### src/rtl/mbx_pkg.sv
package mbx_pkg;
  localparam int ENC_W = 16;

  typedef struct packed {
    logic [1:0] op0;
    logic [2:0] op1;
    logic [3:0] crn;
    logic [3:0] crm;
    logic [2:0] op2;
  } sysreg_enc_t;

  localparam sysreg_enc_t MBX_ENC = '{op0: 2'b10, op1: 3'b011, crn: 4'b0000,
                                      crm: 4'b0100, op2: 3'b000};
endpackage

### src/rtl/mbx_decode.sv
module mbx_decode
  import mbx_pkg::*;
#(
  parameter sysreg_enc_t MATCH = MBX_ENC
) (
  input  sysreg_enc_t enc,
  input  logic        wr,
  input  logic        rd,
  output logic        wr_sel,
  output logic        rd_sel
);
  logic hit;

  always_comb begin
    hit = (enc.op0 == MATCH.op0) && (enc.op1 == MATCH.op1) &&
          (enc.crn == MATCH.crn) && (enc.crm == MATCH.crm) &&
          (enc.op2 == MATCH.op2);
    wr_sel = hit && wr;
    rd_sel = hit && rd;
  end
endmodule

### src/rtl/mbx_store.sv
module mbx_store #(
  parameter int WORD_W = 32,
  localparam int DATA_W = 2 * WORD_W
) (
  input  logic              clk,
  input  logic              rst_n,
  input  logic              wr_sel,
  input  logic              rd_sel,
  input  logic [DATA_W-1:0] wdata,
  input  logic              in_valid,
  input  logic [WORD_W-1:0] in_data,
  output logic              in_ready,
  input  logic              out_ready,
  output logic              out_valid,
  output logic [WORD_W-1:0] rx_word,
  output logic [WORD_W-1:0] tx_word,
  output logic              rx_full,
  output logic              tx_full
);
  logic in_hs, out_hs;

  assign in_ready  = !rx_full;
  assign out_valid = tx_full;
  assign in_hs     = in_valid && in_ready;
  assign out_hs    = out_ready && out_valid;

  // Receive side: processor update first, debugger on top.
  always_ff @(posedge clk) begin
    if (!rst_n) begin
      rx_word <= '0;
      rx_full <= 1'b0;
    end else begin
      if (wr_sel) rx_word <= wdata[DATA_W-1:WORD_W];
      if (rd_sel) rx_full <= 1'b0;
      if (in_hs) begin
        rx_word <= in_data;
        rx_full <= 1'b1;
      end
    end
  end

  // Transmit side: processor update first, debugger on top.
  always_ff @(posedge clk) begin
    if (!rst_n) begin
      tx_word <= '0;
      tx_full <= 1'b0;
    end else begin
      if (wr_sel) begin
        tx_word <= wdata[WORD_W-1:0];
        tx_full <= 1'b1;
      end
      if (out_hs) tx_full <= 1'b0;
    end
  end

  a_r3_wr_sets_txfull: assert property (@(posedge clk) disable iff (!rst_n)
    wr_sel && !out_ready |=> tx_full);
  a_r3_wr_keeps_rxfull: assert property (@(posedge clk) disable iff (!rst_n)
    wr_sel && !rd_sel && !in_valid |=> rx_full == $past(rx_full));
  a_r5_rd_clears_rxfull: assert property (@(posedge clk) disable iff (!rst_n)
    rd_sel && !in_valid |=> !rx_full);
  a_r7_in_loads: assert property (@(posedge clk) disable iff (!rst_n)
    in_valid && !rx_full |=> rx_full && rx_word == $past(in_data));
  a_r7_full_holds: assert property (@(posedge clk) disable iff (!rst_n)
    rx_full && !wr_sel |=> $stable(rx_word));
  a_r8_out_drains: assert property (@(posedge clk) disable iff (!rst_n)
    out_ready && tx_full |=> !tx_full);
  a_r9_wr_loses_flag: assert property (@(posedge clk) disable iff (!rst_n)
    wr_sel && out_ready && tx_full |=> !tx_full && tx_word == $past(wdata[WORD_W-1:0]));
endmodule

### src/rtl/mbx_rdport.sv
module mbx_rdport #(
  parameter int WORD_W = 32,
  localparam int DATA_W = 2 * WORD_W
) (
  input  logic              clk,
  input  logic              rst_n,
  input  logic              rd_sel,
  input  logic [WORD_W-1:0] tx_word,
  input  logic [WORD_W-1:0] rx_word,
  output logic [DATA_W-1:0] rdata,
  output logic              rvalid
);
  always_ff @(posedge clk) begin
    if (!rst_n) begin
      rdata  <= '0;
      rvalid <= 1'b0;
    end else begin
      rvalid <= rd_sel;
      if (rd_sel) rdata <= {tx_word, rx_word};
    end
  end

  a_r4_single_pulse: assert property (@(posedge clk) disable iff (!rst_n)
    !rd_sel |=> !rvalid);
  a_r4_data_held: assert property (@(posedge clk) disable iff (!rst_n)
    !rd_sel |=> $stable(rdata));
endmodule

### src/rtl/dbg_mailbox.sv
module dbg_mailbox
  import mbx_pkg::*;
#(
  parameter int WORD_W = 32,
  localparam int DATA_W = 2 * WORD_W
) (
  input  logic              clk,
  input  logic              rst_n,
  input  logic [ENC_W-1:0]  cpu_enc,
  input  logic              cpu_wr,
  input  logic              cpu_rd,
  input  logic [DATA_W-1:0] cpu_wdata,
  output logic [DATA_W-1:0] cpu_rdata,
  output logic              cpu_rvalid,
  input  logic              dbg_rx_valid,
  output logic              dbg_rx_ready,
  input  logic [WORD_W-1:0] dbg_rx_data,
  output logic              dbg_tx_valid,
  input  logic              dbg_tx_ready,
  output logic [WORD_W-1:0] dbg_tx_data,
  output logic              rx_full,
  output logic              tx_full
);
  logic              wr_sel, rd_sel;
  logic [WORD_W-1:0] rx_word, tx_word;
  sysreg_enc_t       enc_s;

  assign enc_s = sysreg_enc_t'(cpu_enc);

  mbx_decode #(.MATCH(MBX_ENC)) u_decode (
    .enc(enc_s), .wr(cpu_wr), .rd(cpu_rd), .wr_sel(wr_sel), .rd_sel(rd_sel)
  );

  mbx_store #(.WORD_W(WORD_W)) u_store (
    .clk(clk), .rst_n(rst_n), .wr_sel(wr_sel), .rd_sel(rd_sel), .wdata(cpu_wdata),
    .in_valid(dbg_rx_valid), .in_data(dbg_rx_data), .in_ready(dbg_rx_ready),
    .out_ready(dbg_tx_ready), .out_valid(dbg_tx_valid),
    .rx_word(rx_word), .tx_word(tx_word), .rx_full(rx_full), .tx_full(tx_full)
  );

  mbx_rdport #(.WORD_W(WORD_W)) u_rdport (
    .clk(clk), .rst_n(rst_n), .rd_sel(rd_sel), .tx_word(tx_word), .rx_word(rx_word),
    .rdata(cpu_rdata), .rvalid(cpu_rvalid)
  );

  assign dbg_tx_data = tx_word;

  a_r6_foreign_no_read: assert property (@(posedge clk) disable iff (!rst_n)
    cpu_enc != ENC_W'(MBX_ENC) |=> !cpu_rvalid);
  a_r6_foreign_no_tx: assert property (@(posedge clk) disable iff (!rst_n)
    cpu_enc != ENC_W'(MBX_ENC) && !dbg_tx_ready |=> $stable(dbg_tx_data) && $stable(tx_full));
  a_r4_read_strobe: assert property (@(posedge clk) disable iff (!rst_n)
    cpu_rd && cpu_enc == ENC_W'(MBX_ENC) |=> cpu_rvalid);
  a_r2_low_to_tx: assert property (@(posedge clk) disable iff (!rst_n)
    cpu_wr && cpu_enc == ENC_W'(MBX_ENC) |=> dbg_tx_data == $past(cpu_wdata[WORD_W-1:0]));
endmodule

### config.mk
export PLATFORM = sky130hd
export DESIGN_NAME = dbg_mailbox
export DESIGN_NICKNAME = d
export VERILOG_FILES = /design/src/rtl/mbx_pkg.sv /design/src/rtl/mbx_decode.sv /design/src/rtl/mbx_store.sv /design/src/rtl/mbx_rdport.sv /design/src/rtl/dbg_mailbox.sv
export SDC_FILE = /design/constraint.sdc
export NUM_CORES = 1
export LEC_CHECK = 0
export BUFFER_PORTS_ARGS = -buffer_cell sky130_fd_sc_hd__buf_2
export CORE_MARGIN = 5
export CORE_UTILIZATION = 45
export CTS_CLUSTER_SIZE = 25
export DETAILED_ROUTE_END_ITERATION = 16
export MAX_ROUTING_LAYER = met4
export PLACE_DENSITY = 0.78
export SYNTH_ARGS = -nofsm -noshare
export SYNTH_HDL_FRONTEND = slang
export SYNTH_SLANG_ARGS = --single-unit
### constraint.sdc
create_clock -name clk -period 1.6 [get_ports clk]
set_input_delay 0.08 -clock clk [delete_from_list [all_inputs] [get_ports clk]]
set_output_delay 0.08 -clock clk [all_outputs]
set_load 0.05 [all_outputs]
Yosys cells after proc, flatten, opt, wreduce, memory -nomap -nowiden
Index checks and enable logic that the tools add are counted.

storage, ports and cells
  register bits after elaboration = 131
  bits of input ports = 118
  logic and storage cells = 28
  output and inout bits = 101

cells by class
  reduce and logical (&&, ||, !) cells = 14
  equality and inequality tests = 3
  bitwise gates (word level) = 1
  multiplexer cells = 4

operators by type and width
  kind                number
  $mux 32             2
  $logic_and 1x1->1   8
  $eq 4x3->1 const B  1
  $logic_not 4->1     1
  $reduce_bool 2->1   2
  $eq 3x2->1 const B  1
  $logic_not 3->1     1
  $eq 2x2->1 const B  1
  $mux 1              2
  $reduce_or 2->1     1
  $logic_not 1->1     1
  $not 1->1           1

Longest topological paths before layout
  depth after elaboration = 8
  depth in mapped cells = 6
  depth with buffers taken out = 4

Modules after synthesis
Synthesis repeated with hierarchy kept, for this count alone.

second synthesis, totals
  cell total of the unflattened synthesis = 476
  area total of the unflattened synthesis = 5,400.2 µm²

by module, submodules not included
  module      seq. area each (µm²)  cells each  instances  area an instance (µm²)
  mbx_store   1,321.3               259         1          2,832.7
  mbx_rdport  1,301.2               208         1          2,489.9
  mbx_decode  0.0                   9           1          77.6

Least setup slack after synthesis
OpenSTA, ideal clock, no wires.

  path type = register -> register
  start point = register u_store.rx_full
  end point = register u_store.rx_word[22]
  cell stages (with the launch flop) = 6
  data arrival time = 1.980 ns
  period minus slack after synthesis = 2.050 ns
  library setup time = 0.070 ns
  data required time = 1.530 ns
  setup slack = -0.450 ns
  buffers on the path = 1
  cells stage by stage = dfxtp_1 -> inv_1 -> nand2_1 -> clkdlybuf4s50_2 -> o21ai_0 -> a21oi_1

on the way
  longest elaborated chain between the ends = 3
  elaborated cells between the ends (all ways) = 4
  classes of those cells = mux (1); reduce/logical (3)

ends and longest elaborated chain
  what                                                 RTL line           RTL
  start, declared                                      mbx_store.sv:17    output logic rx_full,
  start signal, assigned                               mbx_store.sv:31    rx_full <= 1'b0;
  start signal, assigned                               mbx_store.sv:34    if (rd_sel) rx_full <= 1'b0;
  start signal, assigned                               mbx_store.sv:37    rx_full <= 1'b1;
  $logic_not 1->1 (*)                                  mbx_store.sv:22    assign in_ready = !rx_full;
  net dbg_rx_ready                                     dbg_mailbox.sv:16  output logic dbg_rx_ready,
  $logic_and 1x1->1 (*)                                mbx_store.sv:24    assign in_hs = in_valid && in_ready;
  $mux 32 / $reduce_bool 2->1 (equally long branches)  n/a
  end signal, assigned                                 mbx_store.sv:33    if (wr_sel) rx_word <= wdata[DATA_W-1:WORD_W];
  end signal, assigned                                 mbx_store.sv:36    rx_word <= in_data;
  end, declared                                        mbx_store.sv:15    output logic [WORD_W-1:0] rx_word,

Mark *: on every way through the listed nets, which the timed path passes. The rest lies on a longest branch.
A chain may end at the register's enable or synchronous reset.

Final worst setup path
  start point = register u_store.rx_full
  end point = register u_store.rx_word[24]

on the way
  longest elaborated chain between the ends = 3
  elaborated cells between the ends (all ways) = 4
  classes of those cells = mux (1); reduce/logical (3)

ends and longest elaborated chain
  what                                                 RTL line
  $logic_not 1->1 (*)                                  mbx_store.sv:22
  $logic_and 1x1->1 (*)                                mbx_store.sv:24
  $mux 32 / $reduce_bool 2->1 (equally long branches)  n/a

Every way passes the cells marked *; elsewhere a longest branch is shown, timed or not.

==> metrics.md <==
| Metric | Value |
|---|---|
| Vias in the first global route | `between 6000 and 7000` |
| CP arrival | `between 1.5 and 2 ns` |
| Top cells by area, synth | `dfxtp_1 (48%), o21ai_0 (12%), a21oi_1 (12%)` |
| Post-CTS setup buffer count | `0` |
| Clock skew | `0.006218 ns` |
| Worst-margin pin slew | `0.5784 ns` |
| Post-synth EDFFs | `0` |
| Finished Layout Cells | `1082` |
| Final core utilization | `66.90%` |
| R2r endpoint | `u_store.rx_word[24]$_SDFFE_PN0P_` |
| Maximum clock rate | `about 0.72 GHz` |
| Placed Instances | `~950` |
| Area share of the largest cell type after synthesis | `47.99%` |
| Worst hold path type | `in -> reg` |
| CP max FO | `33` |
| Die width | `120.2 um` |
| Crit end category | `flip-flop` |
| WHS Path Cells | `3` |
| CP max stage cell | `nand2_2` |
| Post-Syn Area | `between 0.005 and 0.006 sq mm` |
| RSZ-0062 raised after global routing | `no` |
| Routed wire per std cell | `18.90 um` |
| Multi-input gate area | `0.002285 sq mm` |
| Resized cells post-CTS | `0` |
| Most used flip-flop cell after synthesis | `dfxtp_1` |
| Power density cells | `between 900 and 1000 mW/mm^2` |
| Fin area | `0.008003 sq mm` |
| Iteration-0 DRC count of the detailed router | `approximately 740` |
| Setup_tns | `0 ns` |
| Htree depth | `4` |
| CTS Buf Count | `17` |
| Post-route ant nets | `0` |
| Mean Syn Cell Area | `8.526 sq um` |
| Setup WS pre-CTS | `roughly 0.068 ns` |
| Die ar. | `0.01445 sq mm` |
| Layout Nets | `1039` |
| Final Hold Vio Count | `0` |
| Mapped Nets | `759` |
| Fin. max-slew vios | `0` |
| Leakage | `3.304 nW` |
| Most common cell in the netlist | `o21ai_0` |
| Status | `finished clean` |
| Post-layout min period | `between 1 and 1.5 ns` |
| GRT overflow | `0` |
| Total GRT Usage | `28.87%` |
| Register area | `~0.0026 sq mm` |
| Root buf cell | `clkbuf_16` |
| CP Class | `reg -> reg` |
| Rows | `40` |
| Largest net degree at the start of global routing | `82` |
| Total vias in the final route | `6390` |
| Clock Latency Late Sink | `0.42 ns` |
| Share of cells above drive strength 1 | `30.15%` |
| Max Cap Violations | `0` |
| Hold Buf Count CTS | `95` |
| # fillers | `roughly 950` |
| Worst Path Required | `about 1.9 ns` |
| Cell variety after synth | `29` |
| Height of the die | `120.2 um` |
| Deepest clock path buffer count | `2` |
| Flop2flop setup slack | `0.20 ns` |
| Setup ws final | `0.2025 ns` |
| Largest delay share family, worst path | `simple AND/OR/NAND/NOR gates` |
| Sequential share of the synthesized area | `47.99%` |
| Antenna violations before repair | `3` |
| First-pass GRT wire length | `between 30 and 40 mm` |
| # DRC | `0` |
| CTS tree | `built` |
| Crit-path cells | `clkinvlp_4, nand2_2, o21ai_0, a21oi_1` |
| Routed WL | `20.46 mm` |
| Top-level port count | `219` |
| I/O Buffers | `218` |
| Dominant cell type by area after synthesis | `dfxtp_1` |
| Core area | `0.01196 sq mm` |
| Hold Crit Start | `cpu_wdata[46]` |
| Worst r2r src | `u_store.rx_full$_SDFFE_PN0P_` |
| Flops & latches, synth | `131` |
| Area growth syn-to-layout | `46.43%` |
| WHS Endpoint | `u_store.rx_word[14]$_SDFFE_PN0P_` |
| Setup violators final | `0` |
| CP startpoint kind | `flip-flop` |
| Worst Path Buf+Inv | `1` |
| Slew headroom | `61.44%` |
| RePlAce Congestion | `0.8239` |
| Vias/cell | `5.906` |
| DP Area | `0.006474 sq mm` |
| CP max stage delay | `0.44 ns` |
| Post-synth top cells | `o21ai_0 (136), dfxtp_1 (131), a21oi_1 (130), nand3_1 (96), clkbuf_1 (40)` |
| Clock sinks | `131` |
| VDD IR max | `around 580 uV` |
| Period utilization | `87.34%` |
| Clk slew on worst S/H paths | `0.05 ns` |
| Initial Utilization | `45.69%` |
| R2R depth | `4` |
| Post-detailed-placement half-perimeter wirelength | `around 11 mm` |
| Crit. Startpoint | `u_store.rx_full$_SDFFE_PN0P_` |
| Warnings, synthesis | `0` |
| Gate Count Post-Synth | `641` |
| TritonRoute pass-1 iters | `6` |
| Asr flop ratio synth | `0%` |
==> worst max-delay path by stage <==
stage                                             endpoint  depth (start not counted)
after CTS                 u_store.rx_word[18]$_SDFFE_PN0P_                          4
after detailed placement   u_rdport.rdata[12]$_SDFFE_PN0P_                          6
after global routing      u_store.rx_word[24]$_SDFFE_PN0P_                          4
after global placement    u_store.rx_word[29]$_SDFFE_PN0P_                          6
final                     u_store.rx_word[24]$_SDFFE_PN0P_                          4
after floorplan           u_store.rx_word[22]$_SDFFE_PN0P_                          5
==> kinds of logic (layout without fill, tap and decap cells) <==
kind of cell | count (synthesis) | after routing | synth area share, %
AO/OA/AOI/OAI | 323 | 323 | 30.31
buffers and inverters | 80 | 371 | 10.42
flip-flops | 131 | 131 | 47.99
other | 0 | 3 | 0
AND/OR/NAND/NOR | 107 | 107 | 11.29
==> flip-flops by register name, summed over array words and instances, names as in the netlist <==
| name | count |
|---|---|
| u_rdport.rdata | 64 |
| u_rdport.rvalid | 1 |
| u_store.out_valid | 1 |
| u_store.rx_full | 1 |
| u_store.tx_word | 32 |
| u_store.rx_word | 32 |
==> worst reg2reg max path: stages (launching register included) <==
cell        delay, ns
dfxtp_4          0.37
clkinvlp_4       0.10
nand2_2          0.44
o21ai_0          0.22
a21oi_1          0.19
==> per-stage QoR <==
step | hold slack (ns) | total power, mW
2_1_floorplan | 0.2184 | 3.729
3_3_place_gp | 0.3393 | 3.980
3_5_place_dp | 0.3427 | 3.986
4_1_cts | 0.0009621 | 7.911
5_1_grt | 0.04288 | 8.161
6_report | 0.02605 | 7.938
==> layout by cell type, fill, tap and decap left out <==
| cell type | instances |
|---|---|
| clkinv_2 | 4 |
| buf_2 | 218 |
| and2b_4 | 1 |
| buf_4 | 17 |
| and4bb_2 | 1 |
| a21oi_1 | 130 |
| nand3_1 | 96 |
| bufinv_16 | 2 |
| dlygate4sd3_1 | 95 |
| nand2_2 | 1 |
| o21ai_0 | 136 |
| a31oi_1 | 32 |
| buf_12 | 7 |
| dfxtp_4 | 1 |
| nor4_4 | 1 |
| diode_2 | 3 |
| clkbuf_1 | 4 |
| dfxtp_1 | 130 |
| clkbuf_8 | 4 |
| nand4_4 | 1 |
| clkinvlp_4 | 1 |
| nor4b_4 | 2 |
| o21ai_1 | 25 |
| nand2b_1 | 1 |
| and4_4 | 1 |
| or3_1 | 1 |
| inv_2 | 2 |
| clkbuf_16 | 17 |
| nor3_1 | 1 |
==> per-layer routing <==
metal	global-route usage, %	part of all wire, %
met5	-	0
met4	17.04	5.5
met3	5.847	8.0
met2	45.56	49
met1	34.22	38
==> layout make-up <==
class / instances / area share [%]
inverters: 4 / 0.2502
repair buffers: 337 / 28.86
diodes: 3 / 0.09381
clock buffers: 25 / 6.191
multi-input cells: 430 / 28.55
well taps: 147 / 2.298
clock inverters: 5 / 0.9381
flip-flops and latches: 131 / 32.82
==> power breakdown <==
group          internal, mW  switching (mW)
logic                 0.369           0.407
registers              3.33          0.0376
clock network          2.43            1.36
total                  6.14            1.80
No activity file was read; power rests on OpenSTA's default activity.
